`src/rtl/loop_bound_pkg.sv`:
```
package loop_bound_pkg;
  typedef enum logic [2:0] {
    ST_IDLE,
    ST_ITREQ,
    ST_ITREL,
    ST_RESW,
    ST_RESACK,
    ST_OUTREQ,
    ST_OUTREL
  } lb_state_t;
endpackage

```
`src/rtl/lb_index_ctr.sv`:
```
module lb_index_ctr #(
  parameter int N  = 4,
  parameter int IW = (N > 1) ? $clog2(N) : 1
) (
  input  logic          clk,
  input  logic          rst,
  input  logic          step,
  output logic [IW-1:0] idx,
  output logic          at_last
);
  localparam logic [IW-1:0] TOP = IW'(N - 1);

  logic [IW-1:0] nxt;

  always_comb begin
    nxt = (idx == TOP) ? '0 : idx + 1'b1;
  end

  always_ff @(posedge clk) begin
    if (rst) begin
      idx     <= '0;
      at_last <= (N == 1);
    end else if (step) begin
      idx     <= nxt;
      at_last <= (nxt == TOP);
    end
  end

  p_idx_range_r2: assert property (@(posedge clk) disable iff (rst)
    idx <= TOP);
  p_last_match_r3: assert property (@(posedge clk) disable iff (rst)
    at_last == (idx == TOP));
  p_idx_step_r2: assert property (@(posedge clk) disable iff (rst)
    !$stable(idx) |-> (idx == $past(idx) + 1'b1) || (idx == '0));
endmodule

```
`src/rtl/lb_in_ack.sv`:
```
module lb_in_ack (
  input  logic clk,
  input  logic rst,
  input  logic in_req,
  input  logic take,
  output logic in_ack
);
  always_ff @(posedge clk) begin
    if (rst)
      in_ack <= 1'b0;
    else if (take)
      in_ack <= 1'b1;
    else if (in_ack && !in_req)
      in_ack <= 1'b0;
  end

  p_inack_hold_r9: assert property (@(posedge clk) disable iff (rst)
    in_ack && in_req |=> in_ack);
  p_inack_drop_r9: assert property (@(posedge clk) disable iff (rst)
    in_ack && !in_req && !take |=> !in_ack);
endmodule

```
`src/rtl/lb_sequencer.sv`:
```
module lb_sequencer
  import loop_bound_pkg::*;
#(
  parameter int N  = 4,
  parameter int IW = (N > 1) ? $clog2(N) : 1
) (
  input  logic          clk,
  input  logic          rst,
  input  logic          in_req,
  input  logic          in_ack,
  input  logic          out_ack,
  input  logic          it_ack,
  input  logic          res_req,
  input  logic [IW-1:0] idx,
  input  logic          at_last,
  output logic          out_req,
  output logic          it_req,
  output logic          res_ack,
  output logic          ld_en,
  output logic          step,
  output logic          take
);
  lb_state_t st;

  always_comb begin
    step = ((st == ST_RESACK) && !res_req && !at_last) ||
           ((st == ST_OUTREL) && !out_ack);
    take = (st == ST_ITREQ) && it_ack && (idx == '0);
  end

  always_ff @(posedge clk) begin
    if (rst) begin
      st      <= ST_IDLE;
      it_req  <= 1'b0;
      res_ack <= 1'b0;
      out_req <= 1'b0;
      ld_en   <= 1'b0;
    end else begin
      ld_en <= 1'b0;
      unique case (st)
        ST_IDLE: if (in_req && !in_ack && !it_ack) begin
          it_req <= 1'b1;
          st     <= ST_ITREQ;
        end
        ST_ITREQ: if (it_ack) begin
          it_req <= 1'b0;
          st     <= ST_ITREL;
        end
        ST_ITREL: if (!it_ack) st <= ST_RESW;
        ST_RESW: if (res_req) begin
          res_ack <= 1'b1;
          ld_en   <= 1'b1;
          st      <= ST_RESACK;
        end
        ST_RESACK: if (!res_req) begin
          res_ack <= 1'b0;
          if (at_last) begin
            out_req <= 1'b1;
            st      <= ST_OUTREQ;
          end else begin
            it_req <= 1'b1;
            st     <= ST_ITREQ;
          end
        end
        ST_OUTREQ: if (out_ack) begin
          out_req <= 1'b0;
          st      <= ST_OUTREL;
        end
        ST_OUTREL: if (!out_ack) st <= ST_IDLE;
        default: st <= ST_IDLE;
      endcase
    end
  end

  p_itreq_hold_r5: assert property (@(posedge clk) disable iff (rst)
    it_req && !it_ack |=> it_req);
  p_itreq_rise_r5: assert property (@(posedge clk) disable iff (rst)
    $rose(it_req) |-> !$past(it_ack));
  p_idx_stable_r2: assert property (@(posedge clk) disable iff (rst)
    it_req && $past(it_req) |-> $stable(idx));
  p_resack_hold_r6: assert property (@(posedge clk) disable iff (rst)
    res_ack && res_req |=> res_ack);
  p_resack_rise_r6: assert property (@(posedge clk) disable iff (rst)
    $rose(res_ack) |-> $past(res_req));
  p_en_pulse_r4: assert property (@(posedge clk) disable iff (rst)
    ld_en |=> !ld_en);
  p_en_with_ack_r4: assert property (@(posedge clk) disable iff (rst)
    $rose(res_ack) |-> ld_en);
  p_outreq_last_r7: assert property (@(posedge clk) disable iff (rst)
    $rose(out_req) |-> at_last);
  p_outreq_hold_r7: assert property (@(posedge clk) disable iff (rst)
    out_req && !out_ack |=> out_req);
  p_no_overlap_r7: assert property (@(posedge clk) disable iff (rst)
    !(out_req && it_req));
  p_wrap_r8: assert property (@(posedge clk) disable iff (rst)
    $fell(out_req) |-> at_last);
endmodule

```
`src/rtl/loop_bound_ctrl.sv`:
```
module loop_bound_ctrl #(
  parameter int N  = 4,
  parameter int IW = (N > 1) ? $clog2(N) : 1
) (
  input  logic          clk,
  input  logic          rst,
  input  logic          in_req,
  output logic          in_ack,
  output logic          out_req,
  input  logic          out_ack,
  output logic          it_req,
  input  logic          it_ack,
  input  logic          res_req,
  output logic          res_ack,
  output logic [IW-1:0] idx,
  output logic          at_last,
  output logic          ld_en
);
  logic step, take;

  lb_index_ctr #(.N(N), .IW(IW)) u_ctr (
    .clk(clk), .rst(rst), .step(step), .idx(idx), .at_last(at_last)
  );

  lb_in_ack u_inack (
    .clk(clk), .rst(rst), .in_req(in_req), .take(take), .in_ack(in_ack)
  );

  lb_sequencer #(.N(N), .IW(IW)) u_seq (
    .clk(clk), .rst(rst), .in_req(in_req), .in_ack(in_ack),
    .out_ack(out_ack), .it_ack(it_ack), .res_req(res_req),
    .idx(idx), .at_last(at_last), .out_req(out_req), .it_req(it_req),
    .res_ack(res_ack), .ld_en(ld_en), .step(step), .take(take)
  );

  p_inack_first_r9: assert property (@(posedge clk) disable iff (rst)
    $rose(in_ack) |-> idx == '0 && $past(it_req && it_ack));
  p_reset_quiet_r1: assert property (@(posedge clk)
    $past(rst) |-> !it_req && !out_req && !res_ack && !ld_en && !in_ack && idx == '0);
endmodule

```
`config.mk`:
```
export PLATFORM = sky130hd
export DESIGN_NAME = loop_bound_ctrl
export DESIGN_NICKNAME = d
export VERILOG_FILES = /design/src/rtl/loop_bound_pkg.sv /design/src/rtl/lb_index_ctr.sv /design/src/rtl/lb_in_ack.sv /design/src/rtl/lb_sequencer.sv /design/src/rtl/loop_bound_ctrl.sv
export SDC_FILE = /design/constraint.sdc
export NUM_CORES = 1
export LEC_CHECK = 0
export BUFFER_PORTS_ARGS = -buffer_cell sky130_fd_sc_hd__buf_2
export CAP_MARGIN = 20
export CORE_MARGIN = 1.5
export CORE_UTILIZATION = 40
export CTS_BUF_LIST = sky130_fd_sc_hd__clkbuf_8
export DETAILED_ROUTE_END_ITERATION = 6
export PLACE_DENSITY_LB_ADDON = 0.3
export SYNTH_ARGS = -nofsm -noshare
export SYNTH_HDL_FRONTEND = slang
export SYNTH_HIERARCHICAL = 1
export SYNTH_SLANG_ARGS = --single-unit
```
`constraint.sdc`:
```
create_clock -name clk -period 4.4 [get_ports clk]
set_clock_uncertainty 0.05 [all_clocks]
set_input_delay 0.44 -clock clk [delete_from_list [all_inputs] [get_ports clk]]
set_output_delay 0.44 -clock clk [all_outputs]
set_load 0.1 [all_outputs]
```
# == Word level (Yosys, flattened, before mapping) ==
# Index checks and enable logic that the tools add are counted.
# W data, S select, Z words.
# op_classes
n_bitwise,1
reduce_logical,26
mux,25
addsub,1
eq_ne,17
# ops
op,count
$mux W3,8
$pmux W3 S7,1
$ne A2 B2 Y1 const B,8
$mux W1,12
$eq A3 B3 Y1 const B,3
$logic_and A1 B1 Y1,8
$reduce_and A7 Y1,1
$eq A3 B2 Y1 const B,2
$logic_not A1 Y1,6
$reduce_bool A2 Y1,3
$reduce_and A5 Y1,1
$eq A2 B2 Y1 const B,2
$pmux W1 S2,2
$reduce_and A4 Y1,1
$eq A3 B1 Y1 const B,1
$logic_not A3 Y1,1
$pmux W1 S3,1
$reduce_and A3 Y1,1
$reduce_bool A3 Y1,1
$add A2 B1 Y2 const B,1
$logic_not A2 Y1,1
$mux W2,1
$ne A2 B1 Y1 const B,1
$reduce_or A2 Y1,1
other kinds (2),2
# word_totals
wordCells,78
ff_bits,11

# == Longest topological paths before layout ==
# Gate-level depths: netlist (run 1).
# depth
ltp_word,5
ltp_mapped,6
mapped_depth_nobuf,5

# == Cells and area by module ==
# The synthesis (run 1) kept the hierarchy.
# by_module_without_submodules
module,seq_area_each_um2,cells_per_inst,instances,area_each_um2
lb_sequencer,140.1,51,1,394.1
lb_index_ctr,60.1,12,1,131.4
lb_in_ack,20.0,3,1,28.8

# == Worst setup path before layout (run 1) ==
# Ideal clock, no wire load.
# synth_path
path_type,reg2reg
from,register u_ctr.at_last
to,register u_ctr.idx[0]
path_slack_ns,2.381
arrival_ns,1.882
path_stages_with_launch,6
synth_period_minus_slack_ns,2.019
setup_time_ns,0.087
required_ns,4.263
cell_sequence,dfxtp_1 -> nor3_1 -> a21oi_1 -> nor3_1 -> or4b_1 -> o31ai_1
# synth_between
elab_chain_cells,3
# synth_rtl
item,line_no,source
"start, declared",lb_index_ctr.sv:9,output logic at_last
"start signal, assigned",lb_index_ctr.sv:22,at_last <= (N == 1);
"start signal, assigned",lb_index_ctr.sv:25,at_last <= (nxt == TOP);
$logic_not A1 Y1,lb_sequencer.sv:26,step = ((st == ST_RESACK) && !res_req && !at_last) ||
$logic_and A1 B1 Y1,lb_sequencer.sv:26,
$logic_or A1 B1 Y1,lb_sequencer.sv:26,
named net step,loop_bound_ctrl.sv:19,"logic step, take;"
"end signal, assigned",lb_index_ctr.sv:24,idx <= nxt;
"end, declared",lb_index_ctr.sv:8,"output logic [IW-1:0] idx,"
# The timed path passes the listed nets, and every way through them passes these cells.
# A chain may end at the register's enable or synchronous reset.

# == Final worst setup path (run 1) ==
# layout_path
from,register u_seq.st[0]
to,register u_seq.st[0]
# layout_between
elab_chain_cells,3
word_cells_on_any_way,16
cone_classes,eq/ne: 13; mux: 1; reduce/logical: 2
# layout_rtl
item,line_no,source
"start, declared",lb_sequencer.sv:23,lb_state_t st;
"start signal, assigned",lb_sequencer.sv:33,st <= ST_IDLE;
"start signal, assigned",lb_sequencer.sv:43,st <= ST_ITREQ;
"start signal, assigned",lb_sequencer.sv:47,st <= ST_ITREL;
"$eq A3 B3 Y1, or another cell as far along",lb_sequencer.sv:40,unique case (st)
$ne A2 B2 Y1 (no line) or $ne A2 B1 Y1 (tied branches),n/a,
$reduce_and A7 Y1 (no line),n/a,
# Parallel ways exist; a longest one is shown, timed or not.

==> results.toml, run 1 <==
[route]
first_pass_iters = 4
drt_iter0_drc = 15
vias = 530
wl_per_cell_um = 12.9
wl_um = 1240
via_per_inst = 5.52
drc = 0
ant_nets = 0

[critical_path]
crit_path_start_kind = "flip-flop"
crit_fanout = 17
r2r-start = "u_seq/st[0]$_SDFFE_PP0P_"
crit_path_start = "u_seq/st[0]$_SDFFE_PP0P_"
endpoint_kind = "flip-flop"
worstPathRequired_ns = 4.47
cp.arrival_ns = 1.87
path_class = "flip-flop to flip-flop"

[layout]
num-fill-cells = 137
final_nets = 90
multi_input_area_um2 = 312
finalNonFillerCells = 96
final_cell_mix = "buf_2, dfxtp_1, nor2_1"
syn_to_final_growth_pct = 21.9
regArea_um2 = 220
drive_gt1_share_pct = 23.5
final_common_cell = "buf_2"
n_antenna_cell = 0

[power_and_ir_drop]
power.switching_uw = 151
powerDensity_mw_per_mm2 = 539
p_int_uw = 213
peakVddDrop_mv = 0.313
p_sw_share_pct = 41.5
clkPwrFrac_pct = 27.5
p_comb_share_pct = 34.1
power_frac_seq_pct = 38.4
power.leakage_nw = 0.299

[timing]
rsz0062_at_grt = "no"
setup_viol = 0
setup_tns_ns = 0
timing.fmax_ghz = 0.553
slew_violations = 0
min_period_ns = 1.81
tightest_slew_ns = 0.530
period_share_pct = 41.1
hold_viol_final = 0
slew_headroom_pct = 64.4

[worst_hold_path]
hold_class = "input port to flip-flop"
holdCritStartpoint = "in_req"

[global_route]
grt_pass1_wl_um = 1800
grtUsageTotal_pct = 17.2
grt_start_max_net_pins = 18
antenna_found_initial = 0
grt.overflow.total = 0
first_global_vias = 422

[yosys]
syn_area_um2 = 554
avgSynthCellArea_um2 = 8.40
synth_warnings = 6
synth_cell_type_count = 24
synth.yosys.seq_area_share_pct = 39.7
synth-seq-cells = 11
synthCells = 66
syn_nets = 74

[floorplan]
io_pins = 14
start_util_pct = 42.6
rows = 13
chipHeight_um = 40.2
core-area_mm2 = 0.00130
die_w_um = 40.2
fp.dieArea_mm2 = 0.00162

[placed_design]
place_inst = 92
gp_congestion = 0.766
portBuffers = 13
dp_hpwl_um = 876

[cts]
cts_tree = "yes"
holdBufCountCts = 0
clockRootBuffer = "clkbuf_8"
cts_buffers = 3
insertion_delay_ns = 0.24
cts.sinks = 11
path_clk_slew_ns = 0.05
clk_path_buf_depth = 2
postCtsSetupRepairBufs = 0
htree_num_levels = 1
post_cts_resize_count = 0

[job]
max_cap_violations = 0

[status]
status = "complete, no violations"
==> logic make-up after synthesis <==
family                   share of synthesized area (%)
AO/OA/AOI/OAI                                     23.3
adder cells (fa/ha/maj)                           4.51
buffers and inverters                             4.06
flip-flops                                        39.7
multiplexers                                      3.61
AND/OR/NAND/NOR                                   24.8
==> critical path: stages, from the launching register on <==
cell	delay, ns
dfxtp_1	0.47
or4b_1	0.61
a32o_1	0.28
mux2i_1	0.18
o22ai_1	0.10
==> layout make-up <==
cell class	instances	share of cell area, %
Clock buffer	3	6.11
Clock inverter	1	0.556
Inverter	4	2.22
Multi-Input combinational cell	49	46.1
Sequential cell	11	32.6
Tap cell	15	2.78
Timing Repair Buffer	13	9.63
==> Yosys cell counts (all sizes together) <==
| master | count | area share [%] |
|---|---|---|
| o31ai | 2 | 2.7 |
| a211oi | 4 | 5.4 |
| dfxtp | 11 | 40 |
| ha | 2 | 4.5 |
| a32o | 1 | 1.8 |
| a32oi | 2 | 3.2 |
| a21oi | 4 | 3.6 |
| inv | 4 | 2.7 |
| nand3 | 2 | 1.8 |
| or4b | 2 | 3.6 |
| and3 | 1 | 1.1 |
| nor2 | 10 | 6.8 |
| nor3 | 3 | 2.7 |
| clkbuf | 2 | 1.4 |
| mux2i | 2 | 3.6 |
| nor4 | 1 | 2.3 |
| or2 | 2 | 2.3 |
| nor2b | 1 | 1.1 |
| or3 | 1 | 1.1 |
| nand2 | 3 | 2.0 |
| o22ai | 1 | 1.1 |
| o21ai | 3 | 2.7 |
| a31oi | 1 | 1.1 |
| a2bb2oi | 1 | 1.6 |
==> routing by layer <==
| layer | global-route usage [%] | up-vias | wire (µm) |
|---|---|---|---|
| li1 | - | 274 | - |
| met1 | 23.3 | 237 | 599 |
| met2 | 25.0 | 17 | 565 |
| met3 | 3.33 | 2 | 58 |
| met4 | 10.0 | 0 | 12 |
| met5 | 0 | - | 0 |
==> path summary, 6_finish.rpt <==
path	to	slack (ns)	cells after the start
worst max-delay path	u_seq/st[0]$_SDFFE_PP0P_	2.59	4
worst min-delay path	u_inack/in_ack$_SDFFE_PP0P_	0.40	3
worst max register to register	u_seq/st[0]$_SDFFE_PP0P_	2.59	4
worst min register to register	u_seq/res_ack$_SDFFE_PP0P_	0.44	2
==> flip-flops by register name, summed over array words and instances, names as in the netlist <==
register,flops
u_ctr/at_last,1
u_inack/in_ack,1
u_seq/ld_en,1
u_seq/res_ack,1
u_seq/it_req,1
u_seq/st,3
u_seq/out_req,1
u_ctr/idx,2
==> power by group through the flow <==
stage / sequential, mW / clock (mW) / combinational (mW)
floorplan: 0.169 / 0 / 0.0715
global placement: 0.140 / 0 / 0.122
detailed placement: 0.140 / 0 / 0.122
CTS: 0.138 / 0.102 / 0.123
global route: 0.142 / 0.108 / 0.132
finish: 0.140 / 0.100 / 0.124
==> through the flow <==
step / hold WS, ns / instance area (µm²) / utilization, % / power (mW) / setup WS [ns]
2_1_floorplan: 0.459 / 554 / - / 0.241 / 2.38
3_3_place_gp: 0.419 / 631 / 48.5 / 0.262 / 2.57
3_5_place_dp: 0.428 / 631 / 48.5 / 0.262 / 2.51
4_1_cts: 0.396 / 676 / 51.9 / 0.364 / 2.59
5_1_grt: 0.405 / 676 / 51.9 / 0.382 / 2.36
6_report: 0.400 / 676 / 51.9 / 0.364 / 2.59
Power figures use the tool's default switching activity.
==> run 2: changes to the inputs <==
- clock period: 4.4 -> 1.8 ns (I/O delays scaled with it)
==> run 2 against run 1 <==
Compared with the run above:
- count of clock-buffer cells in the layout did not move
- sequential share of layout area fell by 0.81 points
- clock power rose by 140%
- setup slack got worse by 2.4 ns
- routed wire length rose by 5.7%
- critical path depth did not move
- fmax rose by 14%
- final area rose by 3.7%
==> results.toml, run 2 (synthesis gave the netlist of run 1 again) <==
[critical_path]
path_class = "flip-flop to flip-flop"
max_stage_delay_ns = 0.52
cpMostUsedCell = "a211oi_1"
crit_family = "compound AO/OA/AOI/OAI gates"
cpMaxStageDelayCell = "or4b_1"
crit_path_start_kind = "flip-flop"
crit_fanout = 3
cp_num_buf_inv = 0
endpoint_kind = "flip-flop"
cp.arrival_ns = 1.66
worstPathRequired_ns = 1.87
path_cells = "or4b_1, a32o_1, a211oi_1, a211oi_1"

[timing]
rsz0062_at_grt = "no"
min_period_ns = 1.59
slew_violations = 0
hold_viol_final = 0
slew_headroom_pct = 67.2
setup_viol = 0
setup_tns_ns = 0
period_share_pct = 88.4
tightest_slew_ns = 0.496
timing.fmax_ghz = 0.629

[layout]
fin_area_um2 = 701
num-fill-cells = 132
final_nets = 93
syn_to_final_growth_pct = 26.4
largest_registers = "u_seq/st (3), u_ctr/idx (2)"
fin_util_pct = 53.8
largest_reg_flops = 3
n_antenna_cell = 0
drive_gt1_share_pct = 28.6
final_common_cell = "buf_2"
final_cell_mix = "buf_2, nor2_1, dfxtp_1"
regMostFlops = "u_seq/st"

[route]
wl_um = 1310
drt_iter0_drc = 13
via_per_inst = 5.52
wl_per_cell_um = 13.2
drc = 0
ant_nets = 0
vias = 546
first_pass_iters = 4

[global_route]
first_global_vias = 468
antenna_found_initial = 0
grt.overflow.total = 0
grt_start_max_net_pins = 17
grtUsageTotal_pct = 18.7
grt_pass1_wl_um = 1930

[placed_design]
dp_hpwl_um = 875
gp_congestion = 0.796
portBuffers = 13
postPlaceCellArea_um2 = 656

[floorplan]
die_w_um = 40.2
io_pins = 14
start_util_pct = 42.6
fp.dieArea_mm2 = 0.00162
core-area_mm2 = 0.00130
chipHeight_um = 40.2
rows = 13

[cts]
cts_buffers = 3
insertion_delay_ns = 0.24
postCtsSetupRepairBufs = 0
cts.sinks = 11
clockRootBuffer = "clkbuf_8"
post_cts_resize_count = 0
htree_num_levels = 1
holdBufCountCts = 0
clk_path_buf_depth = 2
cts_tree = "yes"
path_clk_slew_ns = 0.05

[power_and_ir_drop]
powerDensity_mw_per_mm2 = 1300
power.leakage_nw = 0.316
peakVddDrop_mv = 0.569

[worst_hold_path]
hold_class = "input port to flip-flop"

[status]
status = "complete, no violations"

[job]
max_cap_violations = 0
## run 2: worst paths after layout
kind | to | startpoint | slack (ns) | depth (start not counted)
worst max register to register | u_seq/st[2]$_SDFFE_PP0P_ | u_inack/in_ack$_SDFFE_PP0P_ | 0.21 | 4
worst max-delay path | u_seq/st[2]$_SDFFE_PP0P_ | u_inack/in_ack$_SDFFE_PP0P_ | 0.21 | 4
worst min-delay path | u_inack/in_ack$_SDFFE_PP0P_ | in_req | 0.13 | 3
worst min register to register | u_seq/res_ack$_SDFFE_PP0P_ | u_seq/res_ack$_SDFFE_PP0P_ | 0.43 | 2
## run 2: through the flow
| step | power [mW] | hold WS (ns) | cells | setup slack [ns] |
|---|---|---|---|---|
| final | 0.911 | 0.135 | 99 | 0.209 |
| after global routing | 0.963 | 0.160 | 99 | 0.136 |
| after CTS | 0.913 | 0.134 | 99 | 0.243 |
| after detailed placement | 0.664 | 0.382 | 95 | 0.261 |
| after global placement | 0.663 | 0.376 | 95 | 0.283 |
| after floorplan | 0.590 | 0.195 | 66 | 0.0186 |
## run 2: per-layer routing
| metal | track usage, % | vias to the layer above | wire [µm] |
|---|---|---|---|
| li1 | - | 279 | - |
| met1 | 23.6 | 251 | 606 |
| met2 | 29.0 | 12 | 637 |
| met3 | 3.89 | 4 | 42 |
| met4 | 10.8 | 0 | 20 |
| met5 | 0 | - | 0 |
## run 2: tightest hold or removal path, delay by kind of cell
family,cells,cell delay [ns]
AND/OR/NAND/NOR,1,0.07
buffers and inverters,1,0.08
AO/OA/AOI/OAI,1,0.06
## run 2: layout make-up
type,count,area (µm²),share of cell area (%)
tap,15,18.8,2.68
timing repair buffer,16,87.6,12.5
clock inverter,1,3.75,0.536
clock buffer,3,41.3,5.89
sequential,11,223,31.8
inverter,4,15.0,2.14
multi-input combinational,49,312,44.5
## run 2: where the power goes
group,internal (mW),total [mW],switching (mW)
Combinational,0.114,0.372,0.257
Sequential,0.276,0.298,0.0216
Clock,0.150,0.241,0.0918
Total,0.540,0.911,0.371
==> run 3: changes to the inputs <==
- CORE_UTILIZATION: 40 -> 39
==> run 3 against run 2 <==
Compared with the run above:
- register-to-register slack better by 0.04 ns
- global-route usage is 0.54 points lower
- sequential share of layout area is 0.057 points lower
- first-iteration DRC count is 100% higher
- total power hardly changed
- core utilization is 0.57 points lower
- fmax is 2.5% higher
- sequential power is 1% lower
- largest power group unchanged
==> results.toml, run 3 (synthesis gave the netlist of run 1 again) <==
[layout]
largest_reg_flops = 3
regMostFlops = "u_seq/st"
drive_gt1_share_pct = 29.8
fin_area_um2 = 702
final_common_cell = "buf_2"
n_antenna_cell = 0
syn_to_final_growth_pct = 26.6
final_cell_mix = "buf_2, nor2_1, dfxtp_1"
fin_util_pct = 53.3
largest_registers = "u_seq/st (3), u_ctr/idx (2)"
final_nets = 93
num-fill-cells = 126
finalNonFillerCells = 99

[cts]
clockRootBuffer = "clkbuf_8"
clk_path_buf_depth = 2
cts.sinks = 11
holdBufCountCts = 0
post_cts_resize_count = 0
path_clk_slew_ns = 0.05
htree_num_levels = 1
cts_tree = "yes"
cts_buffers = 3
insertion_delay_ns = 0.23
postCtsSetupRepairBufs = 0

[route]
drc = 0
wl_met3_um = 74
top_layer = "met4"
via_per_inst = 5.61
drt-met1-wl_um = 566
wl_um = 1240
wl_met2_um = 589
ant_nets = 0
wl_per_cell_um = 12.5
vias = 555
first_pass_iters = 4
drt_iter0_drc = 26

[placed_design]
postPlaceCellArea_um2 = 656
dp_hpwl_um = 869
gp_congestion = 0.845
portBuffers = 13
place_inst = 95

[job]
max_cap_violations = 0

[global_route]
antenna_found_initial = 0
grtUsageTotal_pct = 18.1
grt_start_max_net_pins = 17
first_global_vias = 475
grt_pass1_wl_um = 1990
grt.overflow.total = 0

[critical_path]
reg2reg_slack_ns = 0.25
path_class = "flip-flop to flip-flop"
crit_path_start_kind = "flip-flop"
worstPathRequired_ns = 1.86
crit_fanout = 3
crit_path_start = "u_seq/st[0]$_SDFFE_PP0P_"
r2r-start = "u_seq/st[0]$_SDFFE_PP0P_"
cp.arrival_ns = 1.61
endpoint_kind = "flip-flop"

[timing]
setup_tns_ns = 0
hold_ws_ns = 0.139
slew_violations = 0
hold_viol_final = 0
min_period_ns = 1.55
period_share_pct = 86.2
tightest_slew_ns = 0.484
slew_headroom_pct = 68.0
setup_viol = 0
rsz0062_at_grt = "no"
timing.fmax_ghz = 0.644

[power_and_ir_drop]
power_frac_seq_pct = 32.3
p_sw_share_pct = 40.5
p_comb_share_pct = 41.0
peakVddDrop_mv = 0.712
powerDensity_mw_per_mm2 = 1300
power.leakage_nw = 0.314
clkPwrFrac_pct = 26.8
power.switching_uw = 369
p_int_uw = 543

[floorplan]
die_w_um = 40.7
io_pins = 14
start_util_pct = 42.1
fp.dieArea_mm2 = 0.00166
chipHeight_um = 40.7
rows = 13
core-area_mm2 = 0.00132

[status]
status = "complete, no violations"

[worst_hold_path]
hold_class = "input port to flip-flop"
holdCritStartpoint = "in_req"
[run 3: cell count changes in the layout (fill, tap and decap cells not counted), sizes merged]
cell    before  now
clkinv       0    1
inv          5    4
[run 3: worst paths after layout]
check | cells after the start | end
max | 4 | u_seq/st[0]$_SDFFE_PP0P_
min | 3 | u_inack/in_ack$_SDFFE_PP0P_
max reg2reg | 4 | u_seq/st[0]$_SDFFE_PP0P_
min reg2reg | 2 | u_seq/res_ack$_SDFFE_PP0P_
[run 3: through the flow]
stage / power, mW / setup slack [ns]
final: 0.912 / 0.248
after global routing: 0.958 / 0.143
after CTS: 0.915 / 0.255
after detailed placement: 0.668 / 0.260
after global placement: 0.663 / 0.286
after floorplan: 0.590 / 0.0186
[run 3: critical path, stage by stage (launching register included)]
cell	delay (ns)
dfxtp_1	0.31
or4b_1	0.54
a32o_1	0.28
mux2i_1	0.16
o22ai_1	0.10
[run 3: power by group through the flow]
| stage | clock, mW | sequential [mW] | combinational, mW |
|---|---|---|---|
| 2_1_floorplan | 0 | 0.415 | 0.175 |
| 3_3_place_gp | 0 | 0.297 | 0.366 |
| 3_5_place_dp | 0 | 0.299 | 0.368 |
| 4_1_cts | 0.251 | 0.295 | 0.369 |
| 5_1_grt | 0.255 | 0.299 | 0.404 |
| 6_report | 0.244 | 0.294 | 0.373 |
[run 3: cell type report]
class	count	area, µm²	share of cell area (%)
Timing Repair Buffer	16	87.6	12.5
Sequential cell	11	223	31.7
Clock buffer	3	41.3	5.88
Multi-Input combinational cell	49	312	44.4
Tap cell	15	18.8	2.67
Inverter	4	15.0	2.14
Clock inverter	1	5.00	0.713
[run 3: routing by layer]
layer	track usage, %	vias up
met3	1.63	2
met2	29.8	20
met1	23.1	253
met5	0	-
met4	10.0	0
li1	-	280
